**src/rtl/kbd_gpio_pkg.sv**
```systemverilog
package kbd_gpio_pkg;
  localparam int unsigned CSR_ARM_BIT = 0;
  localparam int unsigned CSR_FLAG_BIT = 1;
  localparam int unsigned CSR_CLR_BIT = 2;

  typedef enum logic [1:0] {
    SEL_NONE = 2'd0,
    SEL_VAL  = 2'd1,
    SEL_DIR  = 2'd2,
    SEL_CSR  = 2'd3
  } reg_sel_e;
endpackage

```
**src/rtl/kbd_rst_sync.sv**
```systemverilog
module kbd_rst_sync #(
  parameter int unsigned STAGES = 2
) (
  input  logic clk,
  input  logic rst_n,
  output logic rst_sync_n
);
  logic [STAGES-1:0] chain_q;

  always_ff @(posedge clk or negedge rst_n) begin
    if (!rst_n) chain_q <= '0;
    else        chain_q <= {chain_q[STAGES-2:0], 1'b1};
  end

  assign rst_sync_n = chain_q[STAGES-1];
endmodule

```
**src/rtl/kbd_pin_sync.sv**
```systemverilog
module kbd_pin_sync #(
  parameter int unsigned WIDTH = 8
) (
  input  logic             clk,
  input  logic             rst_n,
  input  logic [WIDTH-1:0] pin_raw,
  output logic [WIDTH-1:0] pin_sync
);
  for (genvar i = 0; i < WIDTH; i++) begin : g_bit
    logic meta_q, stab_q;
    always_ff @(posedge clk or negedge rst_n) begin
      if (!rst_n) begin
        meta_q <= 1'b1;
        stab_q <= 1'b1;
      end else begin
        meta_q <= pin_raw[i];
        stab_q <= meta_q;
      end
    end
    assign pin_sync[i] = stab_q;
  end
endmodule

```
**src/rtl/kbd_detect.sv**
```systemverilog
module kbd_detect #(
  parameter int unsigned WIDTH = 8
) (
  input  logic             clk,
  input  logic             rst_n,
  input  logic [WIDTH-1:0] pin_sync,
  input  logic [WIDTH-1:0] dir,
  input  logic             arm,
  input  logic             clr,
  output logic             flag
);
  logic [WIDTH-1:0] line_view;
  logic             level, level_q;
  logic             fall;
  logic             flag_d, flag_q;

  for (genvar i = 0; i < WIDTH; i++) begin : g_mask
    assign line_view[i] = pin_sync[i] | dir[i] | ~arm;
  end

  always_comb begin
    level  = &line_view;
    fall   = level_q & ~level;
    flag_d = flag_q;
    if (clr)  flag_d = 1'b0;
    if (fall) flag_d = 1'b1;
  end

  always_ff @(posedge clk or negedge rst_n) begin
    if (!rst_n) begin
      level_q <= 1'b1;
      flag_q  <= 1'b0;
    end else begin
      level_q <= level;
      flag_q  <= flag_d;
    end
  end

  assign flag = flag_q;
endmodule

```
**src/rtl/kbd_gpio_port.sv**
```systemverilog
module kbd_gpio_port
  import kbd_gpio_pkg::*;
#(
  parameter int unsigned WIDTH     = 8,
  parameter int unsigned ADDR_W    = 8,
  parameter logic [7:0]  VAL_ADDR  = 8'h03,
  parameter logic [7:0]  DIR_ADDR  = 8'h07,
  parameter logic [7:0]  CSR_ADDR  = 8'h0A
) (
  input  logic              clk,
  input  logic              rst_n,
  input  logic              ext_mode,
  input  logic              bus_sel,
  input  logic              bus_wr,
  input  logic [ADDR_W-1:0] bus_addr,
  input  logic [WIDTH-1:0]  bus_wdata,
  output logic [WIDTH-1:0]  bus_rdata,
  output logic              ext_req,
  input  logic [WIDTH-1:0]  pin_in,
  output logic [WIDTH-1:0]  pin_out,
  output logic [WIDTH-1:0]  pin_oe,
  output logic [WIDTH-1:0]  pin_pu,
  output logic              kbd_irq
);
  localparam int unsigned CSR_PAD = WIDTH - 3;

  logic             rst_sync_n;
  logic [WIDTH-1:0] val_q, val_d;
  logic [WIDTH-1:0] dir_q, dir_d;
  logic             ksen_q, ksen_d;
  logic             val_en, dir_en, csr_en;
  logic             clr_pulse;
  logic             port_live;
  logic [WIDTH-1:0] pin_sync;
  logic             flag;
  reg_sel_e         sel;

  kbd_rst_sync #(.STAGES(2)) i_rst_sync (
    .clk        (clk),
    .rst_n      (rst_n),
    .rst_sync_n (rst_sync_n)
  );

  kbd_pin_sync #(.WIDTH(WIDTH)) i_pin_sync (
    .clk      (clk),
    .rst_n    (rst_sync_n),
    .pin_raw  (pin_in),
    .pin_sync (pin_sync)
  );

  // Address decode: value and direction addresses vanish in external-bus mode
  always_comb begin
    sel = SEL_NONE;
    if (bus_sel) begin
      if (bus_addr == ADDR_W'(CSR_ADDR))                   sel = SEL_CSR;
      else if (!ext_mode && bus_addr == ADDR_W'(VAL_ADDR)) sel = SEL_VAL;
      else if (!ext_mode && bus_addr == ADDR_W'(DIR_ADDR)) sel = SEL_DIR;
    end
  end

  assign ext_req = bus_sel & ext_mode &
                   ((bus_addr == ADDR_W'(VAL_ADDR)) | (bus_addr == ADDR_W'(DIR_ADDR)));

  // Next-state logic with explicit clock enables
  always_comb begin
    val_en    = bus_wr & (sel == SEL_VAL);
    dir_en    = bus_wr & (sel == SEL_DIR);
    csr_en    = bus_wr & (sel == SEL_CSR);
    val_d     = val_en ? bus_wdata : val_q;
    dir_d     = dir_en ? bus_wdata : dir_q;
    ksen_d    = csr_en ? bus_wdata[CSR_ARM_BIT] : ksen_q;
    clr_pulse = csr_en & bus_wdata[CSR_CLR_BIT];
  end

  // Value register: not reset, keeps its content across reset
  always_ff @(posedge clk) begin
    val_q <= val_d;
  end

  always_ff @(posedge clk or negedge rst_sync_n) begin
    if (!rst_sync_n) begin
      dir_q  <= '0;
      ksen_q <= 1'b0;
    end else begin
      dir_q  <= dir_d;
      ksen_q <= ksen_d;
    end
  end

  assign port_live = ~ext_mode;

  kbd_detect #(.WIDTH(WIDTH)) i_detect (
    .clk      (clk),
    .rst_n    (rst_sync_n),
    .pin_sync (pin_sync),
    .dir      (dir_q),
    .arm      (ksen_q & port_live),
    .clr      (clr_pulse),
    .flag     (flag)
  );

  // Pad controls
  assign pin_out = val_q;
  for (genvar i = 0; i < WIDTH; i++) begin : g_pad
    assign pin_oe[i] = dir_q[i] & port_live;
    assign pin_pu[i] = ksen_q & ~dir_q[i] & port_live;
  end
  assign kbd_irq = flag;

  // Read-back mux
  always_comb begin
    unique case (sel)
      SEL_VAL: bus_rdata = (dir_q & val_q) | (~dir_q & pin_sync);
      SEL_DIR: bus_rdata = dir_q;
      SEL_CSR: bus_rdata = {{CSR_PAD{1'b0}}, 1'b0, flag, ksen_q};
      default: bus_rdata = '0;
    endcase
  end
endmodule

```
**config.mk**
```make
export PLATFORM = sky130hd
export DESIGN_NAME = kbd_gpio_port
export DESIGN_NICKNAME = d
export VERILOG_FILES = /design/src/rtl/kbd_gpio_pkg.sv /design/src/rtl/kbd_rst_sync.sv /design/src/rtl/kbd_pin_sync.sv /design/src/rtl/kbd_detect.sv /design/src/rtl/kbd_gpio_port.sv
export SDC_FILE = /design/constraint.sdc
export NUM_CORES = 1
export LEC_CHECK = 0
export ABC_CLOCK_PERIOD_IN_PS = 2600
export BUFFER_PORTS_ARGS = -buffer_cell sky130_fd_sc_hd__buf_2
export CORE_MARGIN = 2
export CORE_UTILIZATION = 31
export DETAILED_ROUTE_END_ITERATION = 10
export GPL_TIMING_DRIVEN = 0
export PLACE_DENSITY = 0.65
export SLEW_MARGIN = 30
export SYNTH_ARGS = -nofsm -noshare
export SYNTH_HDL_FRONTEND = slang
export SYNTH_HIERARCHICAL = 1
export SYNTH_SLANG_ARGS = --single-unit
```
**constraint.sdc**
```tcl
create_clock -name clk -period 2.6 [get_ports clk]
set_clock_uncertainty 0.2 [all_clocks]
set_input_delay 0.52 -clock clk [delete_from_list [all_inputs] [get_ports clk]]
set_output_delay 0.52 -clock clk [all_outputs]
set_load 0.1 [all_outputs]
```
==> results of run 1 <==
-- cell usage after synthesis (3+ instances only) --
cell | number | area share (%)
sky130_fd_sc_hd__dfrtp_1 | 12 | 18
sky130_fd_sc_hd__dfstp_2 | 17 | 27
sky130_fd_sc_hd__o21ai_0 | 8 | 2.4
sky130_fd_sc_hd__nor3b_1 | 3 | 1.4
sky130_fd_sc_hd__nor2b_1 | 8 | 3.0
sky130_fd_sc_hd__edfxtp_1 | 8 | 15
sky130_fd_sc_hd__nand2_1 | 8 | 1.8
sky130_fd_sc_hd__nor2_1 | 17 | 3.9
sky130_fd_sc_hd__inv_1 | 3 | 0.68
sky130_fd_sc_hd__a21oi_1 | 8 | 2.4
sky130_fd_sc_hd__o22ai_1 | 5 | 1.9
sky130_fd_sc_hd__mux2_4 | 8 | 7.3
sky130_fd_sc_hd__buf_4 | 9 | 4.1
-- sequential cells by signal, indices dropped and copies added, names as in the netlist --
name / flops
pin_out: 8
i_pin_sync/g_bit.meta_q: 8
i_rst_sync/chain_q: 2
dir_q: 8
i_detect/level_q: 1
i_detect/flag: 1
ksen_q: 1
i_pin_sync/g_bit.stab_q: 8
-- kinds of logic after synthesis --
| logic type | after synthesis | synth area share [%] |
|---|---|---|
| and+or+nand+nor | 48 | 16.78 |
| DFF | 37 | 59.91 |
| AOI/OAI and AO/OA | 24 | 8.656 |
| buffers and inverters | 16 | 6.453 |
| muxes | 9 | 7.973 |
| other | 1 | 0.2276 |
-- repair_timing --
| item | CTS | global route |
|---|---|---|
| hold buffers | 1 | 0 |
| pin swaps | 1 | 0 |
| buffers inserted | 1 | 0 |
| setup endpoints to repair | 15 | 14 |
| hold endpoints to repair | 2 | 0 |
| gates resized for setup | 4 | 11 |
-- path summary, 6_finish.rpt --
check                                      startpoint  slack, ns  depth (start not counted)                    endpoint
min                             i_rst_sync/chain_q[1]       0.06                          0                    dir_q[1]
max                                       bus_addr[5]       0.12                          5                     ext_req
max reg2reg                i_pin_sync/g_bit[2].stab_q       0.96                          4               i_detect/flag
max in group asynchronous                       rst_n       1.74                          2       i_rst_sync/chain_q[1]
min in group clk                            pin_in[3]       0.13                          1  i_pin_sync/g_bit[3].meta_q
min reg2reg                     i_rst_sync/chain_q[1]       0.06                          0                    dir_q[1]
-- cell type report --
type                       count  area, µm²
timing repair buffer          63      352.8
sequential                    37      988.4
inverter                       3      11.26
buffer                        13      96.34
fill                         495       2850
clock buffer                   8      90.09
multi-input combinational     82      630.6
tap                           70      87.58
-- worst reg2reg max path, stage by stage (launching register included) --
cell and delay [ns]:
sky130_fd_sc_hd__dfstp_2 0.51, sky130_fd_sc_hd__buf_4 0.10, sky130_fd_sc_hd__o22ai_1 0.09, sky130_fd_sc_hd__o41ai_2 0.46, sky130_fd_sc_hd__o22ai_1 0.15
-- routing by layer --
metal	wire (µm)	vias to the layer above	part of all wire (%)	global-route usage, %
li1	-	598	-	-
met3	234	6	6.3	4.118
met5	0	-	0	0
met2	1662	49	45	18.68
met1	1777	572	48	18.29
met4	49	0	1.3	5.455
-- per-stage QoR --
step	cells	setup TNS (ns)
detailed placement	266	-5.198
global placement	266	-8.616
CTS	276	0
global route	276	0
floorplan	135	-5.767
finish	276	0
-- where the power goes --
group	switching (mW)	internal, mW
clock	0.183	0.216
combinational	0.0657	0.0428
sequential	0.0143	0.620
total	0.263	0.879
==> impl_summary.md, run 1 <==
Global route
The number of global-route vias before repair is between 1000 and 1500. Entering global routing, the biggest net connects 28 pins. The number of antenna violations at the first check in global routing came to 0.

The overflow left after global routing is 0. For this run, the total global-route usage over all layers was measured as 13.10%. The first global-routing pass estimated 5871 µm of wire.

Yosys
Counting flops and latches in the post-synthesis netlist gives 37. The number of synthesized flops with an enable pin is 8. Yosys mapped the design onto 30 distinct sky130hd cell types. The netlist area before placement is about 1600 µm².

After synthesis, the mean cell area works out to about 12 µm². For this run, the register share of the synthesized area comes to roughly 60%. The total nets after synthesis is between 150 and 200. The cell count after synthesis is approximately 140.

For this run, asynchronously set or reset flops after synthesis account for slightly below 80%. In the synthesized netlist the dominant register cell turns out to be sky130_fd_sc_hd__dfstp_2. Yosys printed 6 warnings.

Layout
The final-stage net count is between 200 and 250. The final core area utilization is between 40% and 50%. The commonest non-fill, non-tap cell in the layout is sky130_fd_sc_hd__buf_2. In the layout the commonest cells are 50 x sky130_fd_sc_hd__buf_2, 17 x sky130_fd_sc_hd__dfstp_2, 16 x sky130_fd_sc_hd__nor2_1. The finished cells cover between 2000 and 2500 µm². The layout cell share with drive strength beyond 1 is 58.74%.

The total inserted antenna cells is 0. Compared with the post-synthesis result, the final layout area differs by 36.98%.

Power
The cell area power density is around 510 nW/µm². Overall power consumption after layout is estimated at 1.142 mW. The maximum resistive drop on vdd is about 0.37 mV.

The leakage power is 1.015 nW.

Flow run
The number of max-cap violations is 0.

STA
Setup violations remaining at the end of the flow were counted as 0. For the pin with the worst max-slew slack, the measured transition is around 0.74 ns. The worst hold slack is roughly 0.061 ns. The period utilization is between 90% and 100%. Setup repair after global routing left no endpoint under its margin. The hold violation count in the final report is 0. The smallest clock period supported by the final layout is computed as around 2.5 ns. Setup slack closes at around 0.12 ns. The count of pins over their slew limit was 0. The peak clock frequency supported by timing is around 0.4 GHz.

In this run the tightest slew margin relative to its limit is 50.16%.

Die
The die is just under 80 µm tall. The area of the core is roughly 5100 µm². The number of top-level design ports is 63. The number of cell rows is 26.

The floorplan step defined a die boundary enclosing a little under 6000 µm². The overall die width is around 77 µm. The effective utilization at floorplan is 32.26%.

Placed design
The final RePlAce weighted congestion is roughly 0.73. Summed over all nets, the half-perimeter wirelength after detailed placement is ~2800 µm. Input and output buffers added on the ports amount to 61.

The worst setup timing slack at the placement stage is -0.4041 ns. The placed instances occupy a cell area of 2118 µm².

Clocking
The number of sinks on the clock net is 37. The number of buffers on the longest clock path is 2. CTS placed an instance of sky130_fd_sc_hd__clkbuf_8 at the clock tree root. TritonCTS built the clock tree. The clock transition at the register clock pins on the worst setup and hold paths after CTS is ~0.07 ns. The clock tree synthesis step divided the H-tree into 2 levels. The clock reaches the later pin of the worst-skew pair after ~0.28 ns.

TritonCTS created 5 clock buffers.

Critical path
STA classifies the critical path startpoint as an input port. The cell with the biggest individual delay on the critical path is sky130_fd_sc_hd__buf_2. The peak fanout along the critical path is 4. The arrival time of data at the critical path endpoint is between 1.5 and 2 ns. Data on the critical path is required at its endpoint by 1.88 ns. The signal on the critical path passes through buf_2, nor4_4, nand3_1, nor2_2, buf_2. In this design, the critical path's most frequently occurring cell is sky130_fd_sc_hd__buf_2. The worst stage delay on the critical path is approximately 0.43 ns. The kind of cell adding the most delay to the critical path is simple AND/OR/NAND/NOR gates.

STA classifies the critical path endpoint as a primary output. The total buffers and inverters traversed by the critical path is 2. The critical path start-end classification is in -> out.

Hold path
The path category of the worst min-delay check is reg -> async.

Routing
The number of search-and-repair iterations in the first detailed-routing pass is 4. The detailed router finished its first iteration with 31 violations. After detailed routing, the average wire length per cell comes to approximately 13 µm. The routed layout has approximately 1200 vias.

For this block, the routed nets add up to around 3700 µm of wire. The remaining antenna violation count is 0. After detailed routing, the number of vias per cell comes to between 4 and 5. For this run, design rule violations remaining after detail routing come to 0.

Status
The flow ran to the end, and the final reports show no timing, DRC or antenna violations.
Note: power is estimated with default switching activity, not from simulation.
==> inputs of run 2 (changes only) <==
--- a/config.mk
+++ b/config.mk
@@ -8,10 +8,10 @@
 export ABC_CLOCK_PERIOD_IN_PS = 2600
 export BUFFER_PORTS_ARGS = -buffer_cell sky130_fd_sc_hd__buf_2
 export CORE_MARGIN = 2
-export CORE_UTILIZATION = 31
+export CORE_UTILIZATION = 40
 export DETAILED_ROUTE_END_ITERATION = 10
 export GPL_TIMING_DRIVEN = 0
-export PLACE_DENSITY = 0.65
+export PLACE_DENSITY = 0.77
 export SLEW_MARGIN = 30
 export SYNTH_ARGS = -nofsm -noshare
 export SYNTH_HDL_FRONTEND = slang
==> constraint.sdc (replaced) <==
create_clock -name clk -period 2.6 [get_ports clk]
set_clock_uncertainty 0.2 [all_clocks]
set_input_delay 0.26 -clock clk [delete_from_list [all_inputs] [get_ports clk]]
set_output_delay 0.26 -clock clk [all_outputs]
set_load 0.1 [all_outputs]
==> impl_summary.md, run 2 (synthesis gave the netlist of run 1 again) <==
Critical path
The most numerous cell type found on the critical path is sky130_fd_sc_hd__buf_2. The worst stage delay on the critical path is 0.51 ns (+0.08 ns). The count of cells along the worst register-to-register path is 4 (unchanged). The critical path goes through buf_2, nor4_2, nand4_1, a21oi_2, buf_2. The worst path required time is 2.14 ns (+0.26 ns).

The worst flop-to-flop path startpoint is i_pin_sync/g_bit[2].stab_q. The type of destination of the critical path is a primary output. The critical path startpoint category is an input port. The critical path start-end classification is in -> out. The capture instance of the worst register-to-register path is i_detect/flag.

The internal reg-to-reg setup slack is 1.04 ns (+0.08 ns). The arrival time of data at the critical path endpoint is 1.94 ns (+0.18 ns). The peak fanout along the critical path is 7 (+3). The cell with the biggest individual delay on the critical path is sky130_fd_sc_hd__nand4_1.

STA
The final period demand of the worst path is 2.396 ns (-0.08878 ns). The period utilization is 92.14% (-3.4 points). The worst-case setup margin in the final layout is 0.2043 ns (+0.08878 ns). The worst-case headroom to the max-slew limit is 48.98% (-1.2 points). The setup-violating endpoint count in the final report came to 0 (unchanged). The slew of the pin with the lowest slew margin came to 0.7619 ns (+0.01760 ns). The count of pins over their slew limit came to 0 (unchanged).

The accumulated negative setup slack is 0 ns (unchanged). Setup repair after global routing left no endpoint under its margin. The hold violation count in the final report came to 0 (unchanged). The peak clock frequency supported by timing is 0.4174 GHz (+3.7%).

Global route
The all-layer global routing usage was 16.79% (+3.7 points). The number of global-route vias before repair came to 1182 (+1.2%). The largest net degree at the start of global routing was 28 (unchanged). The number of antenna violations at the first check in global routing is 0 (unchanged). The overflow left after global routing is 0 (unchanged). The global-route wire length before repair was 5499 µm (-6.3%).

Die
The number of top-level design ports was 63 (unchanged). The number of cell rows is 23 (-12%). The effective utilization at floorplan came to 41.49% (+9.2 points). The area of the core was 3971 µm² (-22%). The floorplan die area is 4649 µm² (-21%). The overall die width is 68.19 µm (-11%).

The height of the chip was 68.19 µm (-11%).

Layout
The final-stage net count is 249 (+6.4%). The library cells used most frequently in the layout, excluding fill and tap cells, are 62 x sky130_fd_sc_hd__buf_2, 17 x sky130_fd_sc_hd__nor2_1, 17 x sky130_fd_sc_hd__dlygate4sd3_1, 17 x sky130_fd_sc_hd__dfstp_2, 11 x sky130_fd_sc_hd__dfrtp_1. The area growth from synthesis to layout is 42.14%. The number of filler instances in the final layout is 331 (-33%).

The total inserted antenna cells is 0 (unchanged). The combined area of the multi-input logic cells was 589.3 µm² (-6.5%). The number of standard cells in the final layout excluding fillers is 271 (-1.8%). The final core area utilization is 58.98% (+15 points). The layout cell share with drive strength beyond 1 was 54.30% (-4.4 points). The flip-flop and latch area was 988.4 µm² (unchanged). The commonest non-fill, non-tap cell in the layout is sky130_fd_sc_hd__buf_2.

Power
The proportion of power drawn by combinational gates is 9.8% (+0.3 points). The internal power contribution is 0.9888 mW (+13%). The total net switching power is 0.2796 mW (+6.2%). The leakage power is 1.090 nW (+7.4%). The cell area power density was 541.5 nW/µm² (+7.0%). The share of power burned in registers came to 50.0% (-5.6 points). The power share of the clock group is 40.2% (+5.3 points). The switching part of the total came to 22.04% (-1.0 points). The maximum resistive drop on vdd is 0.4891 mV (+31%).

Clocking
The CTS tree is yes. The number of buffers on the longest clock path is 2 (unchanged). The clock root buffer is sky130_fd_sc_hd__clkbuf_8. The number of sinks on the clock net was 37 (unchanged). The post-cts gate resize count is 0 (-4).

The number of buffers added by the clock tree synthesis step is 5 (unchanged). The number of levels in the clock H-tree is 2 (unchanged). The clock latency reported for the late side of the worst-skew pair is 0.28 ns (about the same). The clock transition at the register clock pins on the worst setup and hold paths after CTS was 0.07 ns (about the same).

Routing
The DRC violation count after routing is 0 (unchanged). The remaining antenna violation count was 0 (unchanged). The starting DRC count in detailed routing is 60 (+94%).

The aggregate routed wire length came to 3677 µm (-1.3%). The mean routed wirelength per cell is 13.57 µm (+0.56%). The number of search-and-repair iterations in the first detailed-routing pass is 4 (unchanged). The via count was 1276 (+4.2%). The via count normalized by instance count is 4.708 (+6.1%).

Placed design
The estimated wirelength of the detail-placed design is 2588 µm (-6.4%). The worst setup timing slack at the placement stage is -0.005055 ns (+0.3990 ns). The final RePlAce weighted congestion is 0.8173 (+12%). The number of cells after detailed placement is 246 (-7.5%). The quantity of I/O buffers inserted on ports is 61 (unchanged).

Flow run
The number of max-cap violations is 0 (unchanged).

Status
The run finished with clean final reports.

Hold path
The path category of the worst min-delay check is reg -> async.
==> run 2: final cells by class <==
| class | instances | area share, % |
|---|---|---|
| Timing Repair Buffer | 78 | 20.30 |
| Clock inverter | 2 | 1.603 |
| Tap cell | 50 | 2.671 |
| Buffer | 13 | 4.060 |
| Clock buffer | 6 | 3.526 |
| Multi-Input combinational cell | 82 | 25.16 |
| Inverter | 3 | 0.4808 |
| Sequential cell | 37 | 42.20 |
==> run 2: worst max-delay path by stage <==
stage	startpoint	end	slack, ns
6_report	bus_addr[5]	bus_rdata[5]	0.20
5_1_grt	bus_addr[5]	bus_rdata[5]	0.08
4_1_cts	bus_addr[5]	bus_rdata[5]	0.20
3_5_place_dp	bus_addr[5]	pin_out[5]	-0.005
3_3_place_gp	bus_addr[5]	pin_out[6]	-0.41
2_1_floorplan	pin_out[0]	bus_rdata[0]	0.04
==> run 2: power by group through the flow <==
stage	logic (mW)	registers [mW]	clock network (mW)
finish	0.124	0.635	0.510
global route	0.133	0.638	0.542
CTS	0.123	0.636	0.521
detailed placement	0.104	0.646	0
global placement	0.101	0.645	0
floorplan	0.0625	0.645	0
==> run 2: worst max-delay path: cells and delay by family <==
family,cells,cell delay (ns)
compound gates,1,0.29
simple gates,2,0.81
buf+inv,2,0.57
==> run 2: routing by layer <==
| layer | track usage, % | routed length [µm] |
|---|---|---|
| met1 | 20.62 | 1601 |
| met4 | 6.750 | 33 |
| met2 | 27.55 | 1871 |
| met3 | 5.099 | 171 |
| met5 | 0 | 0 |
==> run 2: through the flow <==
step | hold WS, ns | power (mW) | area [µm²]
floorplan | -0.2356 | 0.7074 | 1678
global placement | -0.1534 | 0.7465 | 2046
detailed placement | -0.1546 | 0.7499 | 2052
CTS | 0.07397 | 1.280 | 2342
global route | 0.08427 | 1.313 | 2342
finish | 0.06351 | 1.268 | 2342
==> run 2: repair_timing <==
item                      in CTS  in global routing
hold buffers                  17                  0
hold endpoints to repair      18                  0
buffers inserted               0                  0
==> inputs of run 3 (changes only) <==
--- a/config.mk
+++ b/config.mk
@@ -5,7 +5,7 @@
 export SDC_FILE = /design/constraint.sdc
 export NUM_CORES = 1
 export LEC_CHECK = 0
-export ABC_CLOCK_PERIOD_IN_PS = 2600
+export ABC_CLOCK_PERIOD_IN_PS = 2930
 export BUFFER_PORTS_ARGS = -buffer_cell sky130_fd_sc_hd__buf_2
 export CORE_MARGIN = 2
 export CORE_UTILIZATION = 40
==> constraint.sdc (replaced) <==
create_clock -name clk -period 2.93 [get_ports clk]
set_clock_uncertainty 0.2 [all_clocks]
set_input_delay 0.293 -clock clk [delete_from_list [all_inputs] [get_ports clk]]
set_output_delay 0.293 -clock clk [all_outputs]
set_load 0.1 [all_outputs]
==> impl_summary.md, run 3 (synthesis gave the netlist of run 1 again) <==
Critical path
The worst path required time is 2.44 ns (+0.30 ns). The total buffers and inverters traversed by the critical path was 2 (unchanged). STA classifies the critical path startpoint as an input port.

The cell that appears most often on the critical path is sky130_fd_sc_hd__buf_2. The kind of cell adding the most delay to the critical path is simple AND/OR/NAND/NOR gates. The critical path goes through buf_2, nor4_2, nand4_1, a21oi_2, buf_2. The setup path with the least slack is of type in -> out. The arrival time of data at the critical path endpoint is 1.97 ns (+0.03 ns). The peak fanout along the critical path came to 7 (unchanged). The worst stage delay on the critical path is 0.51 ns (about the same). The cell with the biggest individual delay on the critical path is sky130_fd_sc_hd__nand4_1. STA classifies the critical path endpoint as a primary output.

Global route
The number of global-route vias before repair is 1153 (-2.5%). The all-layer global routing usage came to 16.40% (-0.39 points). The number of antenna violations at the first check in global routing is 0 (unchanged). The global-route wire length before repair is 5347 µm (-2.8%). The overflow left after global routing is 0 (unchanged). The largest net degree at the start of global routing is 28 (unchanged).

Routing
The aggregate routed wire length is 3636 µm (-1.1%). The number of search-and-repair iterations in the first detailed-routing pass came to 4 (unchanged). The via count normalized by instance count was 4.684 (-0.52%).

The remaining antenna violation count was 0 (unchanged). The DRC violation count after routing is 0 (unchanged). The via count is 1260 (-1.3%). The starting DRC count in detailed routing was 34 (-43%).

The mean routed wirelength per cell was 13.52 µm (-0.38%).

STA
The count of pins over their slew limit is 0 (unchanged). The peak clock frequency supported by timing is between 0.4 and 0.5 GHz. The setup-violating endpoint count in the final report is 0 (unchanged).

The worst-case headroom to the max-slew limit is 48.71% (-0.28 points). Setup repair after global routing left no endpoint under its margin. The smallest clock period supported by the final layout is computed as 2.462 ns. The worst-case setup margin in the final layout is 0.4678 ns (+0.2635 ns). The slew of the pin with the lowest slew margin is 0.7661 ns (+0.004124 ns). The worst path uses 84.03% of the clock period. The hold violation count in the final report is 0 (unchanged).

Placed design
The number of cells after detailed placement is 246 (unchanged). The quantity of I/O buffers inserted on ports is 61 (unchanged). The estimated wirelength of the detail-placed design was 2588 µm (unchanged). The worst setup timing slack at the placement stage is 0.2919 ns (+0.2970 ns). The final RePlAce weighted congestion is 0.8173 (unchanged).

Clocking
CTS placed an instance of sky130_fd_sc_hd__clkbuf_8 at the clock tree root. The clock transition at the register clock pins on the worst setup and hold paths after CTS is 0.07 ns (about the same). The number of buffers on the longest clock path was 2 (unchanged). The number of sinks on the clock net was 37 (unchanged). The clock latency reported for the late side of the worst-skew pair is 0.28 ns (about the same).

The CTS tree is yes. The number of buffers added by the clock tree synthesis step came to 5 (unchanged). The number of levels in the clock H-tree is 2 (unchanged).

Die
The height of the chip is 68.19 µm (unchanged). The number of top-level design ports is 63 (unchanged). The floorplan die area was 4649 µm² (unchanged).

The effective utilization at floorplan is 41.49% (unchanged). The area of the core is 3971 µm² (unchanged). The overall die width was 68.19 µm (unchanged).

The number of cell rows is 23 (unchanged).

Layout
The layout cell share with drive strength beyond 1 came to 54.79% (+0.50 points). The total inserted antenna cells is 0 (unchanged). Leaving out fill and tap cells, the most frequent cell in the layout is sky130_fd_sc_hd__buf_2. The final-stage net count is 247 (-0.80%). The library cells used most frequently in the layout, excluding fill and tap cells, are 62 x sky130_fd_sc_hd__buf_2, 17 x sky130_fd_sc_hd__nor2_1, 17 x sky130_fd_sc_hd__dfstp_2. The number of standard cells in the final layout excluding fillers is 269 (-0.74%). The post-synthesis to final-layout area growth is 40.93%.

Power
The maximum resistive drop on vdd is 0.4327 mV (-12%). The total power after layout was 1.123 mW (-11%). The cell area power density is 483.4 nW/µm² (-11%).

The leakage power is 1.082 nW (-0.77%).

Status
The flow ran to the end, and the final reports show no timing, DRC or antenna violations.

Hold path
The path category of the worst min-delay check is in -> reg.

Flow run
The number of max-cap violations is 0 (unchanged).
run 3: final cells by class:
| cell class | count | area (µm²) |
|---|---|---|
| clock buffers | 6 | 82.58 |
| inverters | 3 | 11.26 |
| well taps | 50 | 62.56 |
| multi-input cells | 82 | 589.3 |
| fillers | 335 | 1649 |
| repair buffers | 76 | 455.4 |
| plain buffers | 13 | 95.09 |
| flip-flops and latches | 37 | 988.4 |
| clock inverters | 2 | 37.54 |
run 3: per-layer routing:
metal | global-route usage (%) | vias to the layer above | routed length [µm]
li1 | - | 625 | -
met2 | 27.31 | 29 | 1870
met4 | 6.500 | 0 | 33
met3 | 4.934 | 2 | 166
met5 | 0 | - | 0
met1 | 19.87 | 604 | 1566
run 3: path summary, 6_finish.rpt:
check                                            from               end  slack, ns  cells past startpoint
min reg2reg                     i_rst_sync/chain_q[1]          dir_q[5]       0.06                      0
max in group asynchronous       i_rst_sync/chain_q[1]  i_detect/level_q       2.10                      0
max                                       bus_addr[5]      bus_rdata[5]       0.47                      5
max reg2reg                i_pin_sync/g_bit[2].stab_q     i_detect/flag       1.37                      4
min in group asynchronous       i_rst_sync/chain_q[1]          dir_q[5]       0.06                      0
min                                      bus_wdata[0]        pin_out[0]       0.03                      1
run 3: per-stage QoR:
stage | hold WS [ns] | instance area [µm²] | setup TNS [ns] | util [%]
floorplan | -0.2026 | 1678 | 0 | -
global placement | -0.1204 | 2046 | -0.8776 | 51.51
detailed placement | -0.1216 | 2052 | 0 | 51.67
CTS | 0.006979 | 2312 | 0 | 58.22
global route | 0.02236 | 2322 | 0 | 58.48
finish | 0.02753 | 2322 | 0 | 58.48
run 3: report_power, final:
part	switching, mW	internal (mW)
combinational	0.0585	0.0490
clock	0.176	0.277
sequential	0.0129	0.550
run 3: repair_timing:
item                      in CTS  in global routing
gates resized for setup        0                  0
hold endpoints to repair      15                  1
hold buffers                  14                  1
buffers inserted               0                  0
